$ cat src/rtl/lcdw_pkg.sv
package lcdw_pkg;

  typedef enum logic [2:0] {
    PH_IDLE = 3'd0,
    PH_CSS  = 3'd1,
    PH_WAIT = 3'd2,
    PH_WSET = 3'd3,
    PH_ACT  = 3'd4,
    PH_HOLD = 3'd5
  } phase_e;

  typedef struct packed {
    logic [3:0] css;
    logic [3:0] wset;
    logic [3:0] act;
    logic [3:0] hold;
  } bus_timing_t;

  localparam logic [1:0] ADDR_TIMING = 2'd0;
  localparam logic [1:0] ADDR_TRIG   = 2'd1;
  localparam logic [1:0] ADDR_SIZE   = 2'd2;
  localparam logic [1:0] ADDR_CLEAR  = 2'd3;

  localparam bus_timing_t TIMING_RESET = '{css: 4'd0, wset: 4'd0, act: 4'd1, hold: 4'd0};

  // Number of clocks spent in a phase; strobe active never shorter than one.
  function automatic logic [3:0] phase_len(phase_e p, bus_timing_t t);
    logic [3:0] n;
    case (p)
      PH_CSS:  n = t.css;
      PH_WSET: n = t.wset;
      PH_ACT:  n = (t.act == 4'd0) ? 4'd1 : t.act;
      PH_HOLD: n = t.hold;
      default: n = 4'd0;
    endcase
    return n;
  endfunction

  // Counter preload on phase entry (counts down to zero).
  function automatic logic [3:0] phase_load(phase_e p, bus_timing_t t);
    logic [3:0] n;
    n = phase_len(p, t);
    return (n == 4'd0) ? 4'd0 : n - 4'd1;
  endfunction

endpackage

$ cat src/rtl/lcdw_regs.sv
module lcdw_regs
  import lcdw_pkg::*;
#(
  parameter int DIM_W = 12
) (
  input  logic             clk,
  input  logic             rst_n,
  input  logic             wr_en,
  input  logic [1:0]       addr,
  input  logic [31:0]      wdata,
  input  logic             frame_done,
  output bus_timing_t      timing,
  output logic [DIM_W-1:0] dim_w,
  output logic [DIM_W-1:0] dim_h,
  output logic             start,
  output logic             trig_mode,
  output logic             irq
);

  logic if_en;
  logic clear_hit;
  logic unused_wdata;

  assign unused_wdata = ^wdata;

  assign start = wr_en && (addr == ADDR_TRIG) && wdata[1] && wdata[0] && if_en &&
                 !trig_mode && (dim_w != '0) && (dim_h != '0);
  assign clear_hit = wr_en && (addr == ADDR_CLEAR) && wdata[0] && irq;

  always_ff @(posedge clk or negedge rst_n) begin
    if (!rst_n) begin
      timing <= TIMING_RESET;
      if_en  <= 1'b0;
      dim_w  <= '0;
      dim_h  <= '0;
    end else if (wr_en && addr == ADDR_TIMING) begin
      timing.css  <= wdata[19:16];
      timing.wset <= wdata[15:12];
      timing.act  <= wdata[11:8];
      timing.hold <= wdata[7:4];
      if_en       <= wdata[0];
    end else if (wr_en && addr == ADDR_SIZE) begin
      dim_w <= wdata[DIM_W-1:0];
      dim_h <= wdata[16 +: DIM_W];
    end
  end

  always_ff @(posedge clk or negedge rst_n) begin
    if (!rst_n) begin
      trig_mode <= 1'b0;
      irq       <= 1'b0;
    end else begin
      if (start)          trig_mode <= 1'b1;
      else if (clear_hit) trig_mode <= 1'b0;
      if (frame_done)     irq <= 1'b1;
      else if (clear_hit) irq <= 1'b0;
    end
  end

endmodule

$ cat src/rtl/lcdw_seq.sv
module lcdw_seq
  import lcdw_pkg::*;
#(
  parameter int DW    = 16,
  parameter int CNT_W = 24
) (
  input  logic             clk,
  input  logic             rst_n,
  input  logic             start,
  input  bus_timing_t      timing_in,
  input  logic [CNT_W-1:0] words_in,
  input  logic             pix_valid,
  input  logic [DW-1:0]    pix_data,
  output logic             pix_ready,
  output logic             cs_n,
  output logic             wr_n,
  output logic [DW-1:0]    bus_data,
  output logic             frame_done,
  output phase_e           phase
);

  bus_timing_t      t_q;
  logic [3:0]       cnt;
  logic [CNT_W-1:0] rem;
  logic             word_end;
  phase_e           after_act;
  phase_e           after_word;
  phase_e           after_take;

  assign after_act  = (t_q.hold != 4'd0) ? PH_HOLD : PH_IDLE;
  assign after_take = (t_q.wset != 4'd0) ? PH_WSET : PH_ACT;
  assign after_word = (rem == '0) ? PH_IDLE : PH_WAIT;

  assign word_end   = (cnt == 4'd0) &&
                      ((phase == PH_HOLD) || (phase == PH_ACT && after_act == PH_IDLE));
  assign frame_done = word_end && (rem == '0);

  assign pix_ready = (phase == PH_WAIT);
  assign cs_n      = (phase == PH_IDLE);
  assign wr_n      = (phase != PH_ACT);

  always_ff @(posedge clk or negedge rst_n) begin
    if (!rst_n) begin
      phase    <= PH_IDLE;
      cnt      <= 4'd0;
      rem      <= '0;
      t_q      <= TIMING_RESET;
      bus_data <= '0;
    end else begin
      case (phase)
        PH_IDLE: if (start) begin
          t_q   <= timing_in;
          rem   <= words_in;
          phase <= (timing_in.css != 4'd0) ? PH_CSS : PH_WAIT;
          cnt   <= phase_load(PH_CSS, timing_in);
        end
        PH_CSS: begin
          if (cnt == 4'd0) phase <= PH_WAIT;
          else             cnt   <= cnt - 4'd1;
        end
        PH_WAIT: if (pix_valid) begin
          bus_data <= pix_data;
          rem      <= rem - 1'b1;
          phase    <= after_take;
          cnt      <= phase_load(after_take, t_q);
        end
        PH_WSET: begin
          if (cnt == 4'd0) begin
            phase <= PH_ACT;
            cnt   <= phase_load(PH_ACT, t_q);
          end else cnt <= cnt - 4'd1;
        end
        PH_ACT: begin
          if (cnt != 4'd0)               cnt   <= cnt - 4'd1;
          else if (after_act == PH_HOLD) begin
            phase <= PH_HOLD;
            cnt   <= phase_load(PH_HOLD, t_q);
          end else                       phase <= after_word;
        end
        PH_HOLD: begin
          if (cnt == 4'd0) phase <= after_word;
          else             cnt   <= cnt - 4'd1;
        end
        default: phase <= PH_IDLE;
      endcase
    end
  end

endmodule

$ cat src/rtl/lcd_cmd_bus_writer.sv
module lcd_cmd_bus_writer
  import lcdw_pkg::*;
#(
  parameter int DW    = 16,
  parameter int DIM_W = 12
) (
  input  logic          clk,
  input  logic          rst_n,
  input  logic          cfg_wr_en,
  input  logic [1:0]    cfg_addr,
  input  logic [31:0]   cfg_wdata,
  input  logic          pix_valid,
  input  logic [DW-1:0] pix_data,
  output logic          pix_ready,
  output logic          lcd_cs_n,
  output logic          lcd_wr_n,
  output logic [DW-1:0] lcd_data,
  output logic          frame_irq,
  output logic          trig_busy
);

  localparam int CNT_W = 2 * DIM_W;

  bus_timing_t      timing;
  logic [DIM_W-1:0] dim_w;
  logic [DIM_W-1:0] dim_h;
  logic [CNT_W-1:0] frame_words;
  logic             frame_start;
  logic             frame_done;
  phase_e           seq_phase;

  assign frame_words = CNT_W'(dim_w) * CNT_W'(dim_h);

  lcdw_regs #(.DIM_W(DIM_W)) u_regs (
    .clk        (clk),
    .rst_n      (rst_n),
    .wr_en      (cfg_wr_en),
    .addr       (cfg_addr),
    .wdata      (cfg_wdata),
    .frame_done (frame_done),
    .timing     (timing),
    .dim_w      (dim_w),
    .dim_h      (dim_h),
    .start      (frame_start),
    .trig_mode  (trig_busy),
    .irq        (frame_irq)
  );

  lcdw_seq #(.DW(DW), .CNT_W(CNT_W)) u_seq (
    .clk        (clk),
    .rst_n      (rst_n),
    .start      (frame_start),
    .timing_in  (timing),
    .words_in   (frame_words),
    .pix_valid  (pix_valid),
    .pix_data   (pix_data),
    .pix_ready  (pix_ready),
    .cs_n       (lcd_cs_n),
    .wr_n       (lcd_wr_n),
    .bus_data   (lcd_data),
    .frame_done (frame_done),
    .phase      (seq_phase)
  );

endmodule

$ cat config.mk
export PLATFORM = sky130hd
export DESIGN_NAME = lcd_cmd_bus_writer
export DESIGN_NICKNAME = d
export VERILOG_FILES = /design/src/rtl/lcdw_pkg.sv /design/src/rtl/lcdw_regs.sv /design/src/rtl/lcdw_seq.sv /design/src/rtl/lcd_cmd_bus_writer.sv
export SDC_FILE = /design/constraint.sdc
export NUM_CORES = 1
export LEC_CHECK = 0
export ABC_AREA = 1
export BUFFER_PORTS_ARGS = -buffer_cell sky130_fd_sc_hd__buf_4
export CORE_ASPECT_RATIO = 0.6
export CORE_MARGIN = 1
export CORE_UTILIZATION = 45
export CTS_BUF_LIST = sky130_fd_sc_hd__clkbuf_16
export CTS_CLUSTER_SIZE = 24
export DETAILED_ROUTE_END_ITERATION = 10
export SKIP_CTS_REPAIR_TIMING = 1
export SLEW_MARGIN = 5
export SYNTH_ARGS = -nofsm -noshare
export SYNTH_HDL_FRONTEND = slang
export SYNTH_HIERARCHICAL = 1
export SYNTH_SLANG_ARGS = --single-unit
$ cat constraint.sdc
create_clock -name clk -period 12.7 [get_ports clk]
set_input_delay 2.54 -clock clk [delete_from_list [all_inputs] [get_ports clk]]
set_output_delay 2.54 -clock clk [all_outputs]
set_load 0.005 [all_outputs]
# [Word level (Yosys, flattened, before mapping)]
# Cells that the tools add are included.
[op_classes] addsub=6 mul=1 n_eq_ne=22 mux=40 n_bitwise=1 reduce_logical=44
[op_table] op="two-way mux 4 bit" count=20
[op_table] op="two-way mux 24 bit" count=2
[op_table] op="one-hot mux 24 bit (2 select lines)" count=1
[op_table] op="two-way mux 3 bit" count=9
[op_table] op="zero test 24 bit" count=1
[op_table] op="zero test 4 bit" count=6
[op_table] op="multiplier 12 x 12 -> 24 bit" count=1
[op_table] op="nonzero test 12 bit" count=2
[op_table] op="subtractor 24 x 1 -> 24 bit (second input constant)" count=1
[op_table] op="one-hot mux 4 bit (5 select lines)" count=1
[op_table] op="subtractor 4 x 1 -> 4 bit (second input constant)" count=5
[op_table] op="one-hot mux 3 bit (6 select lines)" count=1
[op_table] op="one-hot mux 4 bit (4 select lines)" count=1
[op_table] op="nonzero test 4 bit" count=4
[op_table] op="equality test 3 bit (second input constant)" count=5
[op_table] op="logical AND 1 bit" count=15
[op_table] op="equality test 3 x 2 -> 1 bit (second input constant)" count=3
[op_table] op="!= test 2 bit (second input constant)" count=4
[op_table] op="equality test 3 x 1 -> 1 bit (second input constant)" count=2
[op_table] op="zero test 3 bit" count=2
[op_table] op="!= test 2 x 1 -> 1 bit (second input constant)" count=3
[op_table] op="!= test 3 bit (second input constant)" count=2
[op_table] op="AND reduction 2 bit" count=3
[op_table] op="AND reduction 6 bit" count=1
[op_table] op="other kinds (13)" count=19
[word_totals] register_bits=106 in_bits=54 output_inout_bits=21 wordCells=131

# [Longest topological paths before layout]
[logic_depth] word_depth=14 depth_mapped=27 ltp_nobuf=26

# [By module]
# Netlist, hierarchy kept.
[modules_own_cells] mod="lcd_cmd_bus_writer" n_inst=1 cells_per_inst=727 area_each_um2=5059.9 seq_area_each_um2=0.0
[modules_own_cells] mod="lcdw_seq" n_inst=1 cells_per_inst=530 area_each_um2=3831.2 seq_area_each_um2=1477.7
[modules_own_cells] mod="lcdw_regs" n_inst=1 cells_per_inst=175 area_each_um2=1761.7 seq_area_each_um2=1077.3

# [Worst setup path after synthesis]
# OpenSTA, ideal clock, no wires.
[synth_path] path_type="register to register" start="register u_regs.dim_w[0]" end="register u_seq.rem[22]" t_arrival_ns=4.822 t_required_ns=12.583 path_slack_ns=7.760 path_stages_with_launch=23 n_path_buf=1 cell_sequence="dfrtp_1 clkbuf_1 nand2_1 fa_1 fa_1 inv_1 fa_1 fa_1 inv_1 fa_1 inv_1 ha_1 nand2_1 nand2_1 a21oi_1 nand3_2 nand2_1 nand2_1 nand2_1 nand2_1 or2_2 nand3_1 nand2_1"
[synth_between] word_cells_on_any_way=8
[synth_rtl] item="from (decl)" line_no="lcdw_regs.sv:13" source="output logic [DIM_W-1:0] dim_w,"
[synth_rtl] item="from (signal assigned)" line_no="lcdw_regs.sv:43" source="dim_w <= wdata[DIM_W-1:0];"
[synth_rtl] item="multiplier 12 x 12 -> 24 bit" line_no="lcd_cmd_bus_writer.sv:32" source="assign frame_words = CNT_W'(dim_w) * CNT_W'(dim_h);"
[synth_rtl] item="net frame_words[22]" line_no="lcd_cmd_bus_writer.sv:27" source="logic [CNT_W-1:0] frame_words;"
[synth_rtl] item="two-way mux 24 bit" line_no="lcdw_seq.sv:51" source="PH_IDLE: if (start) begin"
[synth_rtl] item="one-hot mux 24 bit (2 select lines)" line_no="lcdw_seq.sv:50" source="case (phase)"
[synth_rtl] item="to (signal assigned)" line_no="lcdw_seq.sv:53" source="rem <= words_in;"
[synth_rtl] item="to (signal assigned)" line_no="lcdw_seq.sv:63" source="rem <= rem - 1'b1;"
[synth_rtl] item="to (decl)" line_no="lcdw_seq.sv:24" source="logic [CNT_W-1:0] rem;"
# The timed path passes the listed nets, and every way through them passes these cells. The select of a mux whose other input is x is not followed.
# A chain may end at the register's enable or synchronous reset.

# [Worst setup path after layout]
[layout_path] start="register u_regs.dim_w[1]" end="register u_seq.rem[17]"
# The elaborated chain is that of the path after synthesis.

==> flow_metrics.env <==
export IMPL_cap_violations=0
export IMPL_grt_pass1_vias=8388
export IMPL_fmax_ghz=0.1849
export IMPL_critical_path_max_stage_delay_ns=0.81
export IMPL_n_fill_cell=2347
export IMPL_hold_depth=2
export IMPL_vias_per_cell=4.950
export IMPL_grt_pass1_wl_um=43680
export IMPL_synth_edff_count=0
export IMPL_cts_buffers=9
export IMPL_timing_rr_end="u_seq/rem[17]$_DFFE_PN0P_"
export IMPL_synth_distinct_cells=44
export IMPL_hold_viol_final=0
export IMPL_die_area_um2=24310
export IMPL_arrival_ns=5.68
export IMPL_avgRoutedWirePerCell_um=14.56
export IMPL_track_usage_pct=22.97
export IMPL_ff2ff_path_depth=24
export IMPL_drive_above_1_share_pct=10.49
export IMPL_grt_overflow=0
export IMPL_rrSetupSlack_ns=7.29
export IMPL_io_buffers=70
export IMPL_h_tree_depth=3
export IMPL_worst_pin_slew_ns=0.9039
export IMPL_rows=43
export IMPL_ys_flop_type="dfrtp_1"
export IMPL_die_h_um=121.2
export IMPL_rsz0062_at_grt="no"
export IMPL_finClkSkew_ns=0.01151
export IMPL_fin_crit_ns=5.409
export IMPL_area_growth_pct=9.267
export IMPL_diodes=0
export IMPL_topRoutingLayerUsed="met4"
export IMPL_syn_area_per_cell_um2=7.439
export IMPL_crit_top_cell="nand2_1"
export IMPL_setup_violations=0
export IMPL_critPathBufInv=6
export IMPL_crit_type="reg -> reg"
export IMPL_slew_viol_final=0
export IMPL_cts_sinks=102
export IMPL_end_kind="flip-flop"
export IMPL_wl_met3_um=1739
export IMPL_post_route_drc_count=0
export IMPL_hold_start="u_regs/timing[9]$_DFFE_PN0P_"
export IMPL_cp_required_ns=12.97
export IMPL_outcome="completed"
export IMPL_grt_start_max_net_pins=71
export IMPL_die_w_um=200.6
export IMPL_worstPathCellList="nand2_1 > fa_1 > fa_1 > inv_1 > fa_1 > fa_1 > inv_1 > fa_1 > inv_1 > ha_1 > nand2_2 > inv_1 > a21oi_1 > nor2_1 > nor2_1 > nand2_1 > nand2_1 > nand2_1 > nand2_1 > nand2_1 > inv_1 > nand2_1 > nand2_1 > inv_1"
export IMPL_syn_area_um2=10650
export IMPL_clkLatencyLatePin_ns=0.37
export IMPL_core_um2=23130
export IMPL_hold_path_end="u_regs/timing[9]$_DFFE_PN0P_"
export IMPL_wirelength_um=26090
export IMPL_slowest_stage="dfrtp_1"
export IMPL_path_delay_family="adder cells"
export IMPL_timing_rr_start="u_regs/dim_w[1]$_DFFE_PN0P_"
export IMPL_layout_common_cells="436 x nand2_1, 294 x inv_1, 100 x fa_1, 100 x dfrtp_1, 96 x nor2_1"
export IMPL_first_pass_iters=5
export IMPL_cts_root_buf="clkbuf_16"
export IMPL_finalNetCount=1697
export IMPL_met1Wirelength_um=14130
export IMPL_drtIter0Drc=675
export IMPL_syn_nets=1657
export IMPL_cts_clk_slew_worst_paths_ns=0.08
export IMPL_cts_tree="yes"
export IMPL_syn_instance_count=1432
export IMPL_layout_commonest_cell="nand2_1"
export IMPL_critPathMaxFanout=14
export IMPL_seq_area_frac_synth_pct=23.98
export IMPL_hpwl_um=20790
export IMPL_start_util_pct=46.05
export IMPL_hold_class="reg -> reg"
export IMPL_cts_buffer_depth=2
export IMPL_antenna_found_initial=0
export IMPL_period_share_pct=42.59
export IMPL_async_flop_share_pct=100.0
export IMPL_slew_headroom_pct=39.74
export IMPL_drtAntennaViolNets=0
export IMPL_gp_congestion=0.9385
export IMPL_wl_met2_um=9990
export IMPL_synth_warnings=6
export IMPL_vias=8871
export IMPL_yosys_register_bits=102
export IMPL_startpoint_type="flip-flop"
export IMPL_tns_ns=0
export IMPL_pin_count=75
==> tightest hold or removal path: stages, from the launching register on <==
cell	delay, ns
dfrtp_1	0.35
nand2_1	0.05
nand2_1	0.05
==> final cells by class <==
| type | instances | area, µm² | share of cell area, % |
|---|---|---|---|
| multi-input cells | 988 | 6749 | 57.98 |
| well taps | 315 | 394.1 | 3.386 |
| clock inverters | 7 | 50.05 | 0.4300 |
| repair buffers | 73 | 548.0 | 4.708 |
| inverters | 298 | 1119 | 9.610 |
| clock buffers | 9 | 225.2 | 1.935 |
| flip-flops and latches | 102 | 2555 | 21.95 |
==> synthesized netlist by cell type (2+ instances only) <==
| master | count | area, µm² |
|---|---|---|
| a21oi_1 | 29 | 145.1 |
| buf_2 | 7 | 35.03 |
| buf_4 | 3 | 22.52 |
| buf_6 | 6 | 67.56 |
| clkbuf_1 | 28 | 105.1 |
| dfrtp_1 | 100 | 2502 |
| dfstp_2 | 2 | 52.55 |
| fa_1 | 100 | 2002 |
| ha_1 | 71 | 888.4 |
| inv_1 | 292 | 1096 |
| inv_2 | 6 | 22.52 |
| mux2_2 | 23 | 259.0 |
| mux2_4 | 4 | 60.06 |
| nand2_1 | 436 | 1637 |
| nand2_2 | 5 | 31.28 |
| nand2_4 | 3 | 33.78 |
| nand3_1 | 59 | 295.3 |
| nand3_2 | 6 | 60.06 |
| nand3b_1 | 4 | 30.03 |
| nand4_1 | 7 | 43.79 |
| nor2_1 | 96 | 360.4 |
| nor2_2 | 6 | 37.54 |
| nor2_4 | 3 | 33.78 |
| nor3_1 | 5 | 25.02 |
| o211ai_1 | 7 | 52.55 |
| o21ai_0 | 60 | 300.3 |
| o21ai_1 | 21 | 105.1 |
| o21bai_1 | 4 | 30.03 |
| or2_2 | 7 | 43.79 |
| xnor2_1 | 9 | 78.83 |
| xor2_1 | 10 | 87.58 |
==> cell families after synthesis <==
kind of cell	synth area share [%]
xor+xnor	1.562
buf+inv	12.66
compound gates	6.378
flops	23.98
mux	2.995
fa+ha+maj	27.13
simple gates	25.29
==> worst max path at each step <==
stage	start	slack [ns]	end	cells past startpoint
6_report	u_regs/dim_w[1]$_DFFE_PN0P_	7.29	u_seq/rem[17]$_DFFE_PN0P_	24
5_1_grt	u_regs/dim_w[1]$_DFFE_PN0P_	6.88	u_seq/rem[17]$_DFFE_PN0P_	24
4_1_cts	u_regs/dim_w[1]$_DFFE_PN0P_	7.28	u_seq/rem[22]$_DFFE_PN0P_	21
3_5_place_dp	u_regs/dim_w[1]$_DFFE_PN0P_	7.29	u_seq/rem[22]$_DFFE_PN0P_	21
3_3_place_gp	u_regs/dim_h[11]$_DFFE_PN0P_	7.32	u_seq/rem[22]$_DFFE_PN0P_	21
2_1_floorplan	u_regs/dim_w[0]$_DFFE_PN0P_	7.76	u_seq/rem[22]$_DFFE_PN0P_	22
==> stage by stage <==
step / setup WS (ns) / std cells / hold slack, ns / utilization [%] / area (µm²)
after CTS: 7.277 / 1792 / 0.4762 / 50.31 / 11640
after floorplan: 7.760 / 1432 / 0.4422 / - / 10650
final: 7.291 / 1792 / 0.4748 / 50.31 / 11640
after global routing: 6.885 / 1792 / 0.5009 / 50.31 / 11640
after detailed placement: 7.295 / 1776 / 0.4603 / 49.12 / 11360
after global placement: 7.318 / 1776 / 0.4582 / 49.12 / 11360
==> metal layers <==
layer | vias up | track usage, %
met3 | 20 | 4.619
met4 | 0 | 3.960
met5 | - | 0
li1 | 4397 | -
met1 | 4226 | 36.74
met2 | 228 | 31.55
==> registers in the layout, summed over array words and instances (netlist names), 3 cells and up <==
name / count
u_seq/phase: 3
u_regs/dim_h: 12
u_seq/bus_data: 16
u_regs/dim_w: 12
u_regs/timing: 16
u_seq/cnt: 4
u_seq/rem: 24
u_seq/t_q: 12
Power is left out: the tool's default activity adds up to more than one toggle a clock period on the data nets, which glitch-free logic cannot reach.
